[config.mk]
export PLATFORM = sky130hd
export DESIGN_NAME = zsd_decoder
export DESIGN_NICKNAME = d
export VERILOG_FILES = /design/src/rtl/zsd_pkg.sv /design/src/rtl/zsd_window.sv /design/src/rtl/zsd_classify.sv /design/src/rtl/zsd_viol_counter.sv /design/src/rtl/zsd_decoder.sv
export SDC_FILE = /design/constraint.sdc
export NUM_CORES = 1
export LEC_CHECK = 0
export ABC_AREA = 1
export BUFFER_PORTS_ARGS = -buffer_cell sky130_fd_sc_hd__buf_4
export CAP_MARGIN = 20
export CORE_MARGIN = 5
export CORE_UTILIZATION = 37
export CTS_BUF_LIST = sky130_fd_sc_hd__clkbuf_2 sky130_fd_sc_hd__clkbuf_4 sky130_fd_sc_hd__clkbuf_8
export DETAILED_ROUTE_END_ITERATION = 10
export GPL_TIMING_DRIVEN = 1
export PLACE_DENSITY = 0.57
export SLEW_MARGIN = 10
export SYNTH_ARGS = -nofsm -noshare
export SYNTH_HDL_FRONTEND = slang
export SYNTH_HIERARCHICAL = 1
export SYNTH_SLANG_ARGS = --single-unit
[constraint.sdc]
create_clock -name clk -period 1.65 [get_ports clk]
set_input_delay 0.33 -clock clk [delete_from_list [all_inputs] [get_ports clk]]
set_output_delay 0.33 -clock clk [all_outputs]
set_load 0.02 [all_outputs]
[src/rtl/zsd_pkg.sv]
package zsd_pkg;

  localparam int unsigned T1_LEN = 8;
  localparam int unsigned E1_LEN = 4;
  localparam int unsigned WIN    = T1_LEN;

  localparam logic [WIN-1:0] T1_SPAN = '1;
  localparam logic [WIN-1:0] E1_SPAN = WIN'((1 << E1_LEN) - 1);

  typedef struct packed {
    logic mark;
    logic pol;
    logic sub;
  } zsym_t;

  function automatic logic is_zero(input zsym_t s);
    return !s.mark;
  endfunction

  function automatic logic is_mark(input zsym_t s, input logic p);
    return s.mark && (s.pol == p);
  endfunction

  // Eight-symbol run 0 0 0 V B 0 V B relative to previous polarity p
  function automatic logic t1_hit(input zsym_t [WIN-1:0] w, input logic p);
    return is_zero(w[0]) && is_zero(w[1]) && is_zero(w[2]) &&
           is_mark(w[3], p) && is_mark(w[4], !p) && is_zero(w[5]) &&
           is_mark(w[6], !p) && is_mark(w[7], p);
  endfunction

  // Four-symbol runs 0 0 0 V or B 0 0 V relative to previous polarity p
  function automatic logic e1_hit(input zsym_t [WIN-1:0] w, input logic p);
    logic run_a;
    logic run_b;
    run_a = is_zero(w[0]) && is_zero(w[1]) && is_zero(w[2]) && is_mark(w[3], p);
    run_b = is_mark(w[0], !p) && is_zero(w[1]) && is_zero(w[2]) &&
            is_mark(w[3], !p);
    return run_a || run_b;
  endfunction

endpackage

[src/rtl/zsd_window.sv]
module zsd_window
  import zsd_pkg::*;
(
  input  logic  clk,
  input  logic  rst_n,
  input  logic  in_mark,
  input  logic  in_pol,
  input  logic  dec_on,
  input  logic  e1_mode,
  input  logic  ref_pol,
  input  logic  ref_vld,
  output zsym_t head,
  output logic  hit
);

  zsym_t [WIN-1:0] win;
  logic [WIN-1:0]  span;
  logic            match;

  always_comb begin
    span  = e1_mode ? E1_SPAN : T1_SPAN;
    match = e1_mode ? e1_hit(win, ref_pol) : t1_hit(win, ref_pol);
    hit   = dec_on && ref_vld && !win[0].sub && match;
    head      = win[0];
    head.sub  = win[0].sub | hit;
  end

  always_ff @(posedge clk or negedge rst_n) begin
    if (!rst_n) begin
      win <= '0;
    end else begin
      for (int i = 0; i < WIN - 1; i++) begin
        win[i].mark <= win[i+1].mark;
        win[i].pol  <= win[i+1].pol;
        win[i].sub  <= win[i+1].sub | (hit & span[i+1]);
      end
      win[WIN-1].mark <= in_mark;
      win[WIN-1].pol  <= in_pol;
      win[WIN-1].sub  <= 1'b0;
    end
  end

endmodule

[src/rtl/zsd_classify.sv]
module zsd_classify
  import zsd_pkg::*;
(
  input  logic  clk,
  input  logic  rst_n,
  input  zsym_t head,
  output logic  ref_pol,
  output logic  ref_vld,
  output logic  data_q,
  output logic  viol_q
);

  logic bpv;

  always_comb bpv = head.mark && ref_vld && (head.pol == ref_pol) && !head.sub;

  always_ff @(posedge clk or negedge rst_n) begin
    if (!rst_n) begin
      ref_pol <= 1'b0;
      ref_vld <= 1'b0;
      data_q  <= 1'b0;
      viol_q  <= 1'b0;
    end else begin
      if (head.mark) begin
        ref_pol <= head.pol;
        ref_vld <= 1'b1;
      end
      data_q <= head.mark && !head.sub;
      viol_q <= bpv;
    end
  end

endmodule

[src/rtl/zsd_viol_counter.sv]
module zsd_viol_counter #(
  parameter int unsigned W = 16
) (
  input  logic         clk,
  input  logic         rst_n,
  input  logic         inc,
  input  logic         rd,
  output logic [W-1:0] cnt
);

  localparam logic [W-1:0] TOP = '1;

  function automatic logic [W-1:0] bump(input logic [W-1:0] v, input logic en);
    if (!en || v == TOP) return v;
    return v + 1'b1;
  endfunction

  always_ff @(posedge clk or negedge rst_n) begin
    if (!rst_n)  cnt <= '0;
    else if (rd) cnt <= bump('0, inc);
    else         cnt <= bump(cnt, inc);
  end

endmodule

[src/rtl/zsd_decoder.sv]
module zsd_decoder
  import zsd_pkg::*;
#(
  parameter int unsigned CNT_W = 16
) (
  input  logic             clk,
  input  logic             rst_n,
  input  logic             line_pos_i,
  input  logic             line_neg_i,
  input  logic             e1_mode_i,
  input  logic             cfg_we_i,
  input  logic             cfg_dual_i,
  input  logic             cfg_decode_i,
  input  logic             cnt_rd_i,
  output logic             data_o,
  output logic             viol_o,
  output logic [CNT_W-1:0] viol_cnt_o
);

  logic  dual_q;
  logic  dec_q;
  logic  dec_on;
  logic  ref_pol;
  logic  ref_vld;
  logic  hit;
  logic  head_mark;
  zsym_t head;

  always_ff @(posedge clk or negedge rst_n) begin
    if (!rst_n) begin
      dual_q <= 1'b0;
      dec_q  <= 1'b1;
    end else if (cfg_we_i) begin
      dual_q <= cfg_dual_i;
      dec_q  <= cfg_decode_i;
    end
  end

  always_comb begin
    dec_on    = dec_q && !dual_q;
    head_mark = head.mark;
  end

  zsd_window u_win (
    .clk     (clk),
    .rst_n   (rst_n),
    .in_mark (line_pos_i | line_neg_i),
    .in_pol  (line_pos_i),
    .dec_on  (dec_on),
    .e1_mode (e1_mode_i),
    .ref_pol (ref_pol),
    .ref_vld (ref_vld),
    .head    (head),
    .hit     (hit)
  );

  zsd_classify u_cls (
    .clk     (clk),
    .rst_n   (rst_n),
    .head    (head),
    .ref_pol (ref_pol),
    .ref_vld (ref_vld),
    .data_q  (data_o),
    .viol_q  (viol_o)
  );

  zsd_viol_counter #(.W(CNT_W)) u_cnt (
    .clk   (clk),
    .rst_n (rst_n),
    .inc   (viol_o),
    .rd    (cnt_rd_i),
    .cnt   (viol_cnt_o)
  );

endmodule

Yosys cells after proc, flatten, opt, wreduce, memory -nomap -nowiden:

Cells that the tools add are included.
W data, S select, Z words.

* bits in registers: 45
* latch bits: 0
* memory bits (writable): 0
* bits in read-only memories: 0
* input bits: 9
* output and inout port bits: 18
* memories: 0

* $add $sub $neg: 1
* multiply operators: 0
* divide/modulo/power cells: 0
* $lt $le $gt $ge: 0
* equal/unequal tests: 9
* shift operators: 0
* muxes and demuxes: 10
* bitwise operators: 15
* reductions and logical operators: 35

Operators by type and width (count)
* $mux W16: 4
* $logic_and A1 B1 Y1: 24
* $add A16 B1 Y16 const B: 1
* $eq A16 B16 Y1 const B: 1
* $logic_not A1 Y1: 9
* $mux W8: 1
* $or A1 B1 Y1: 8
* $and A1 B1 Y1: 7
* $eq A1 B1 Y1: 7
* $mux W1: 5
* $ne A3 B3 Y1 const B: 1
* $logic_or A1 B1 Y1: 2

Logic depth before layout (Yosys ltp):

Gate-level depths: netlist of run 1.

* depth in word-level cells: 13
* gate-level depth with buffers: 11
* mapped depth without buffers: 11

By module:

Netlist of run 1, hierarchy kept.

By module, submodules not included
* zsd_viol_counter: times used 1, cells each 149, area an instance 1023.5 um^2, seq. area each 400.4 um^2
* zsd_window: times used 1, cells each 77, area an instance 815.8 um^2, seq. area each 575.6 um^2
* zsd_classify: times used 1, cells each 17, area an instance 153.9 um^2, seq. area each 100.1 um^2
* zsd_decoder: times used 1, cells each 12, area an instance 91.3 um^2, seq. area each 51.3 um^2

Least setup slack after synthesis of run 1:

Ideal clock, no wire load.

* kind: flip-flop to flip-flop
* start point: register u_cnt.cnt[0]
* end point: register u_cnt.cnt[12]
* arrival: 1.591 ns
* required time: 1.585 ns
* setup slack: -0.006 ns
* stages on the path, launching flop included: 10
* buffers on the path: 1
* clock period less this slack: 1.656 ns
* path through: dfrtp_1 ha_1 nand3_2 inv_2 nand2_2 nor2_4 nor2_2 buf_2 nand4_1 nand2_1

* word-level cells in the longest chain between the ends: 5
* elaborated cells on any way between the ends: 8
* classes of those cells: add/sub: 1; eq/ne: 2; mux: 4; reduce/logical: 1

RTL lines
* from (decl): RTL line zsd_viol_counter.sv:8 `output logic [W-1:0] cnt`
* from (signal assigned): RTL line zsd_viol_counter.sv:20 `else if (rd) cnt <= bump('0, inc);`
* from (signal assigned): RTL line zsd_viol_counter.sv:21 `else cnt <= bump(cnt, inc);`
* parallel branches: the longest is 5 deep, another holds $add A16 B1 Y16

Several ways; the timed one is not identified. The select of a mux whose other input is x is not followed.
A chain may end at the register's enable or synchronous reset.

==> results of run 1 <==
-- flip-flops by register name, summed over array words and instances (netlist names) --
signal	count
u_cls/data_q	1
u_cls/viol_q	1
dec_q	1
u_win/head	2
u_win/win	21
u_cls/ref_pol	1
u_cls/ref_vld	1
u_cnt/cnt	16
dual_q	1
-- routing by layer --
layer | vias to the layer above | GRT usage, %
li1 | 875 | -
met1 | 797 | 17.8
met2 | 35 | 19.6
met3 | 8 | 3.98
met4 | 0 | 5.90
met5 | - | 0
-- per-stage QoR --
step                      util, %  instances  total power [W]  hold WS, ps
after floorplan                 -        254          0.00132         34.4
after global placement       44.9        363          0.00142          333
after detailed placement     44.9        363          0.00143          336
after CTS                    47.0        374          0.00215         35.5
after global routing         47.4        374          0.00224         56.1
final                        47.4        374          0.00210         24.5
-- worst max path at each step --
stage / from / endpoint / slack (ps) / depth (start not counted)
6_report: dec_q$_DFFE_PN1P_ / u_cls/viol_q$_DFF_PN0_ / 150 / 11
5_1_grt: dec_q$_DFFE_PN1P_ / u_cls/viol_q$_DFF_PN0_ / 30 / 11
4_1_cts: u_cnt/cnt[5]$_DFFE_PN0P_ / u_cnt/cnt[0]$_DFFE_PN0P_ / 40 / 8
3_5_place_dp: u_cnt/cnt[0]$_DFFE_PN0P_ / u_cnt/cnt[0]$_DFFE_PN0P_ / 9 / 10
3_3_place_gp: u_cnt/cnt[0]$_DFFE_PN0P_ / u_cnt/cnt[14]$_DFFE_PN0P_ / 60 / 10
2_1_floorplan: u_cnt/cnt[1]$_DFFE_PN0P_ / u_cnt/cnt[13]$_DFFE_PN0P_ / 20 / 10
-- repair_timing --
item                       CTS  global route
setup buffers                3             0
pin swaps                    1             0
resized for setup            0             9
setup endpoints to repair    3             5
-- power breakdown --
part	switching [W]	internal [W]
logic	0.000147	0.0000982
clock network	0.000370	0.000318
registers	0.0000275	0.00114
-- layout make-up --
| cell class | count | area share (%) |
|---|---|---|
| Clock buffer | 6 | 2.94 |
| Clock inverter | 2 | 0.627 |
| Inverter | 34 | 4.92 |
| Multi-Input combinational cell | 170 | 31.5 |
| Sequential cell | 45 | 43.5 |
| Tap cell | 72 | 3.47 |
| Timing Repair Buffer | 45 | 13.0 |
-- layout by cell type, fill, tap and decap left out, drive strengths merged --
cell type and instances:
nand2 89, buf 45, dfrtp 44, nor2 35, inv 34, nand3 17
nand4 10, clkbuf 6, o21ai 5, a21oi 3, xor2 3, or2 3
o21bai 3, clkinvlp 1, clkinv 1, dfstp 1, a21boi 1, ha 1
==> impl_metrics.tcl, run 1 <==
set metrics [dict create \
    cp_max_fo 4 \
    die_h_um 85.0 \
    hold_buffers 0 \
    reg2regPathDepth 11 \
    multi_input_area_um2 818 \
    start_kind "register" \
    routed.top_layer "met4" \
    p_leak_nw 1.35 \
    synth_cells 254 \
    final.setup_skew_ps 7.44 \
    io_pins 27 \
    clk_latency_ps 290 \
    met2WireLength_um 2040 \
    dieArea_um2 7220 \
    rsz0062_at_grt "no" \
    drive_gt1_share_pct 24.2 \
    wl_met1_um 2010 \
    crit_top_cell "inv_1" \
    outcome "complete, no violations" \
    dpl.hpwl_um 3160 \
    coreArea_um2 5470 \
    grt.total_usage_pct 13.2 \
    post-place-ws_ps 9.32 \
    reg2reg_from "dec_q$_DFFE_PN1P_" \
    syn_area_per_cell_um2 8.19 \
    post_drt_wl_per_cell_um 11.5 \
    arrival_ps 1690 \
    cp-end-kind "register" \
    start_util_pct 38.0 \
    yosysWarnings 6 \
    finalMaxSlewViolations 0 \
    tns_ps 0 \
    numCtsBuffers 5 \
    vias_per_cell 4.59 \
    r2r-end "u_cls/viol_q$_DFF_PN0_" \
    hold_violations 0 \
    fillCellCount 536 \
    synth_area_um2 2080 \
    drc 0 \
    numPortBuffers 26 \
    clock_sinks 45 \
    max_stage_delay_ps 530 \
    ir_worst_vdd_uv 479 \
    path_class "register to register" \
    power_density_nw_per_um2 810 \
    die_x_um 85.0 \
    gp_congestion 0.816 \
    fmax_mhz 667 \
    hold_class "input pin to asynchronous set/reset pin" \
    final-seq-area_um2 1130 \
    areaGrowthSynthToFinish_pct 24.8 \
    first_global_vias 1683 \
    diodes 0 \
    syn-num-nets 264 \
    clkTransAtPathRegs_ps 80 \
    htree_levels 2 \
    ant_nets 0 \
    cts.path.max_buffers 2 \
    critPathSlowestCell "dfstp_2" \
    grt_overflow 0 \
    cp.required_ps 1850 \
    drtIter0Drc 108 \
    relSlewSlack_pct 62.6 \
    crit_family "simple AND/OR/NAND/NOR gates" \
    grt_max_degree 46 \
    cts_tree "yes" \
    vias 1715 \
    dr.pass1.iters 4 \
    routed_wl_um 4320 \
    cp_num_buf_inv 3 \
    setup_slack_ps 151 \
    finalInstanceArea_um2 2600 \
    placed_area_um2 2460 \
    dr_wl_met3_um 186 \
    crit_path_cell_trace "inv_1 -> nor2_1 -> nand2_1 -> inv_1 -> nand3_1 -> nor2_4 -> nand3_4 -> nand2_2 -> inv_1 -> nand3_1 -> nor2_1" \
    grt_pass1_wl_um 7740 \
    maxCapViolations 0 \
    post-route-period-util_pct 90.9 \
    period_needed_ps 1500 \
    nNetsFinal 311 \
    root_buffer "clkbuf_8" \
    max_slew.worst_pin.slew_ps 561 \
    antenna_found_initial 0 \
    setup_viol 0 \
    regToRegSetupSlack_ps 150 \
    rows 27 \
]
Power figures use the tool's default switching activity.
==> run 2: changes to the inputs <==
--- a/config.mk
+++ b/config.mk
@@ -9,11 +9,11 @@
 export BUFFER_PORTS_ARGS = -buffer_cell sky130_fd_sc_hd__buf_4
 export CAP_MARGIN = 20
 export CORE_MARGIN = 5
-export CORE_UTILIZATION = 37
+export CORE_UTILIZATION = 30
 export CTS_BUF_LIST = sky130_fd_sc_hd__clkbuf_2 sky130_fd_sc_hd__clkbuf_4 sky130_fd_sc_hd__clkbuf_8
 export DETAILED_ROUTE_END_ITERATION = 10
 export GPL_TIMING_DRIVEN = 1
-export PLACE_DENSITY = 0.57
+export PLACE_DENSITY = 0.47
 export SLEW_MARGIN = 10
 export SYNTH_ARGS = -nofsm -noshare
 export SYNTH_HDL_FRONTEND = slang
==> constraint.sdc (replaced) <==
create_clock -name clk -period 1.9 [get_ports clk]
set_input_delay 0.38 -clock clk [delete_from_list [all_inputs] [get_ports clk]]
set_output_delay 0.38 -clock clk [all_outputs]
set_load 0.02 [all_outputs]
==> run 2 against run 1 <==
  * Via count shrank 5.4%
  * Sequential cell count unchanged
  * Critical path depth is 2 lower
  * Worst hold slack improved by 37 ps
  * First-iteration DRC count shrank 19%
  * Worst setup slack better by 78 ps
  * Sequential share of layout area rose by 2.4 points
  * Clock skew increased by 4.0 ps
  * Wire length is 1.5% lower
  * Final cell count fell by 2.1%
  * Clock power shrank 11%
==> impl_metrics.tcl, run 2 (same netlist as run 1, synthesis figures left out) <==
set metrics [dict create \
    outcome "complete, no violations" \
    vias 1622 \
    maxCapViolations 0 \
    cp.required_ps 2090 \
    start_util_pct 30.8 \
    cp_max_fo 14 \
    clk_latency_ps 300 \
    period_needed_ps 1670 \
    tns_ps 0 \
    die_h_um 93.3 \
    max_slew.worst_pin.slew_ps 561 \
    final.setup_skew_ps 11.4 \
    root_buffer "clkbuf_8" \
    start_kind "register" \
    fillCellCount 718 \
    placed_area_um2 2360 \
    combPwrFrac_pct 9.5 \
    startpoint "u_cnt/cnt[0]$_DFFE_PN0P_" \
    hold_violations 0 \
    grt_overflow 0 \
    dpl.hpwl_um 3040 \
    relSlewSlack_pct 62.6 \
    cts_setup_buffers 0 \
    clkPwrFrac_pct 33.8 \
    antenna_found_initial 0 \
    grt_max_degree 46 \
    swShare_pct 27.3 \
    drc 0 \
    drtIter0Drc 87 \
    cts.path.max_buffers 2 \
    gp_congestion 0.754 \
    io_pins 27 \
    diodes 0 \
    hold_class "input pin to asynchronous set/reset pin" \
    routed_wl_um 4250 \
    power_density_nw_per_um2 738 \
    final_common_cell "nand2_1" \
    fmax_mhz 598 \
    finalMaxSlewViolations 0 \
    vias_per_cell 4.43 \
    areaGrowthSynthToFinish_pct 17.9 \
    cts_resized 0 \
    rows 30 \
    reg2reg_from "u_cnt/cnt[0]$_DFFE_PN0P_" \
    grt_pass1_wl_um 7530 \
    hold_buffers 0 \
    post_drt_wl_per_cell_um 11.6 \
    dr.pass1.iters 5 \
    numPortBuffers 26 \
    regToRegSetupSlack_ps 230 \
    nNetsFinal 295 \
    ant_nets 0 \
    die_x_um 93.3 \
    pwr-share-seq_pct 56.7 \
    p_leak_nw 1.27 \
    clkTransAtPathRegs_ps 100 \
    post-route-period-util_pct 88.0 \
    ir_worst_vdd_uv 447 \
    coreArea_um2 6760 \
    clock_sinks 45 \
    arrival_ps 1860 \
    setup_viol 0 \
    cp-end-kind "register" \
    regMostFlops "u_win/win" \
    rsz0062_at_grt "no" \
    dieArea_um2 8700 \
    finalInstanceArea_um2 2450 \
    largest_register_ffs 21 \
    grt.total_usage_pct 10.9 \
    cts_tree "yes" \
    path_class "register to register" \
    numCtsBuffers 5 \
    intPower_w 0.00132 \
    first_global_vias 1642 \
    htree_levels 2 \
    mostFrequentLayoutCells "nand2_1, dfrtp_1, inv_1" \
    drive_gt1_share_pct 17.8 \
    switching_power_w 0.000494 \
]
[run 2: cell count changes in the layout (fill, tap and decap cells not counted), sizes merged]
cell	change
inv	+1
buf	-16
clkbuf	-1
[run 2: stage by stage]
stage               worst slack [ps]  utilization [%]  total power (W)  instances  hold WS, ps
global route                    22.2             36.3          0.00191        366          114
finish                           229             36.3          0.00181        366         61.1
floorplan                        244                -          0.00114        254         84.4
global placement                 251             35.0          0.00122        358          335
detailed placement               232             35.0          0.00122        358          335
CTS                              211             36.3          0.00184        366         85.0
[run 2: critical path, stage by stage, from the launching register on]
cell	delay, ps
dfrtp_1	430
ha_1	230
nand3_2	130
inv_2	90
nand2_2	80
nor2_4	120
nor2_2	50
buf_4	190
a21boi_0	170
nand2_1	70
[run 2: worst paths after layout]
kind | to | cells after the start
max | u_cnt/cnt[0]$_DFFE_PN0P_ | 9
min | u_cnt/cnt[4]$_DFFE_PN0P_ | 1
max reg2reg | u_cnt/cnt[0]$_DFFE_PN0P_ | 9
min reg2reg | u_win/win[4]$_DFF_PN0_ | 0
max in group asynchronous | u_win/win[11]$_DFF_PN0_ | 1
min in group clk | u_win/win[22]$_DFF_PN0_ | 1
[run 2: area by class of cell]
cell class	count	area [um^2]	area share [%]
sequential	45	1130	45.9
clock inverter	3	21.3	0.867
timing repair buffer	29	218	8.87
inverter	34	128	5.20
multi-input combinational	170	791	32.2
tap	80	100	4.08
clock buffer	5	68.8	2.80
[run 2: power by group through the flow]
stage | registers, W | clock network (W) | logic [W]
final | 0.00103 | 0.000613 | 0.000172
after global routing | 0.00103 | 0.000678 | 0.000196
after CTS | 0.00103 | 0.000641 | 0.000177
after detailed placement | 0.00105 | 0 | 0.000176
after global placement | 0.00104 | 0 | 0.000176
after floorplan | 0.00105 | 0 | 0.0000882
[run 2: routing by layer]
| layer | track usage, % | wire length [um] | vias to the layer above | share of wire [%] |
|---|---|---|---|---|
| met5 | 0 | 0 | - | 0 |
| met4 | 3.30 | 22 | 0 | 0.52 |
| met3 | 3.06 | 240 | 2 | 5.6 |
| met2 | 18.0 | 2020 | 34 | 47 |
| met1 | 13.9 | 1970 | 747 | 46 |
| li1 | - | - | 839 | - |
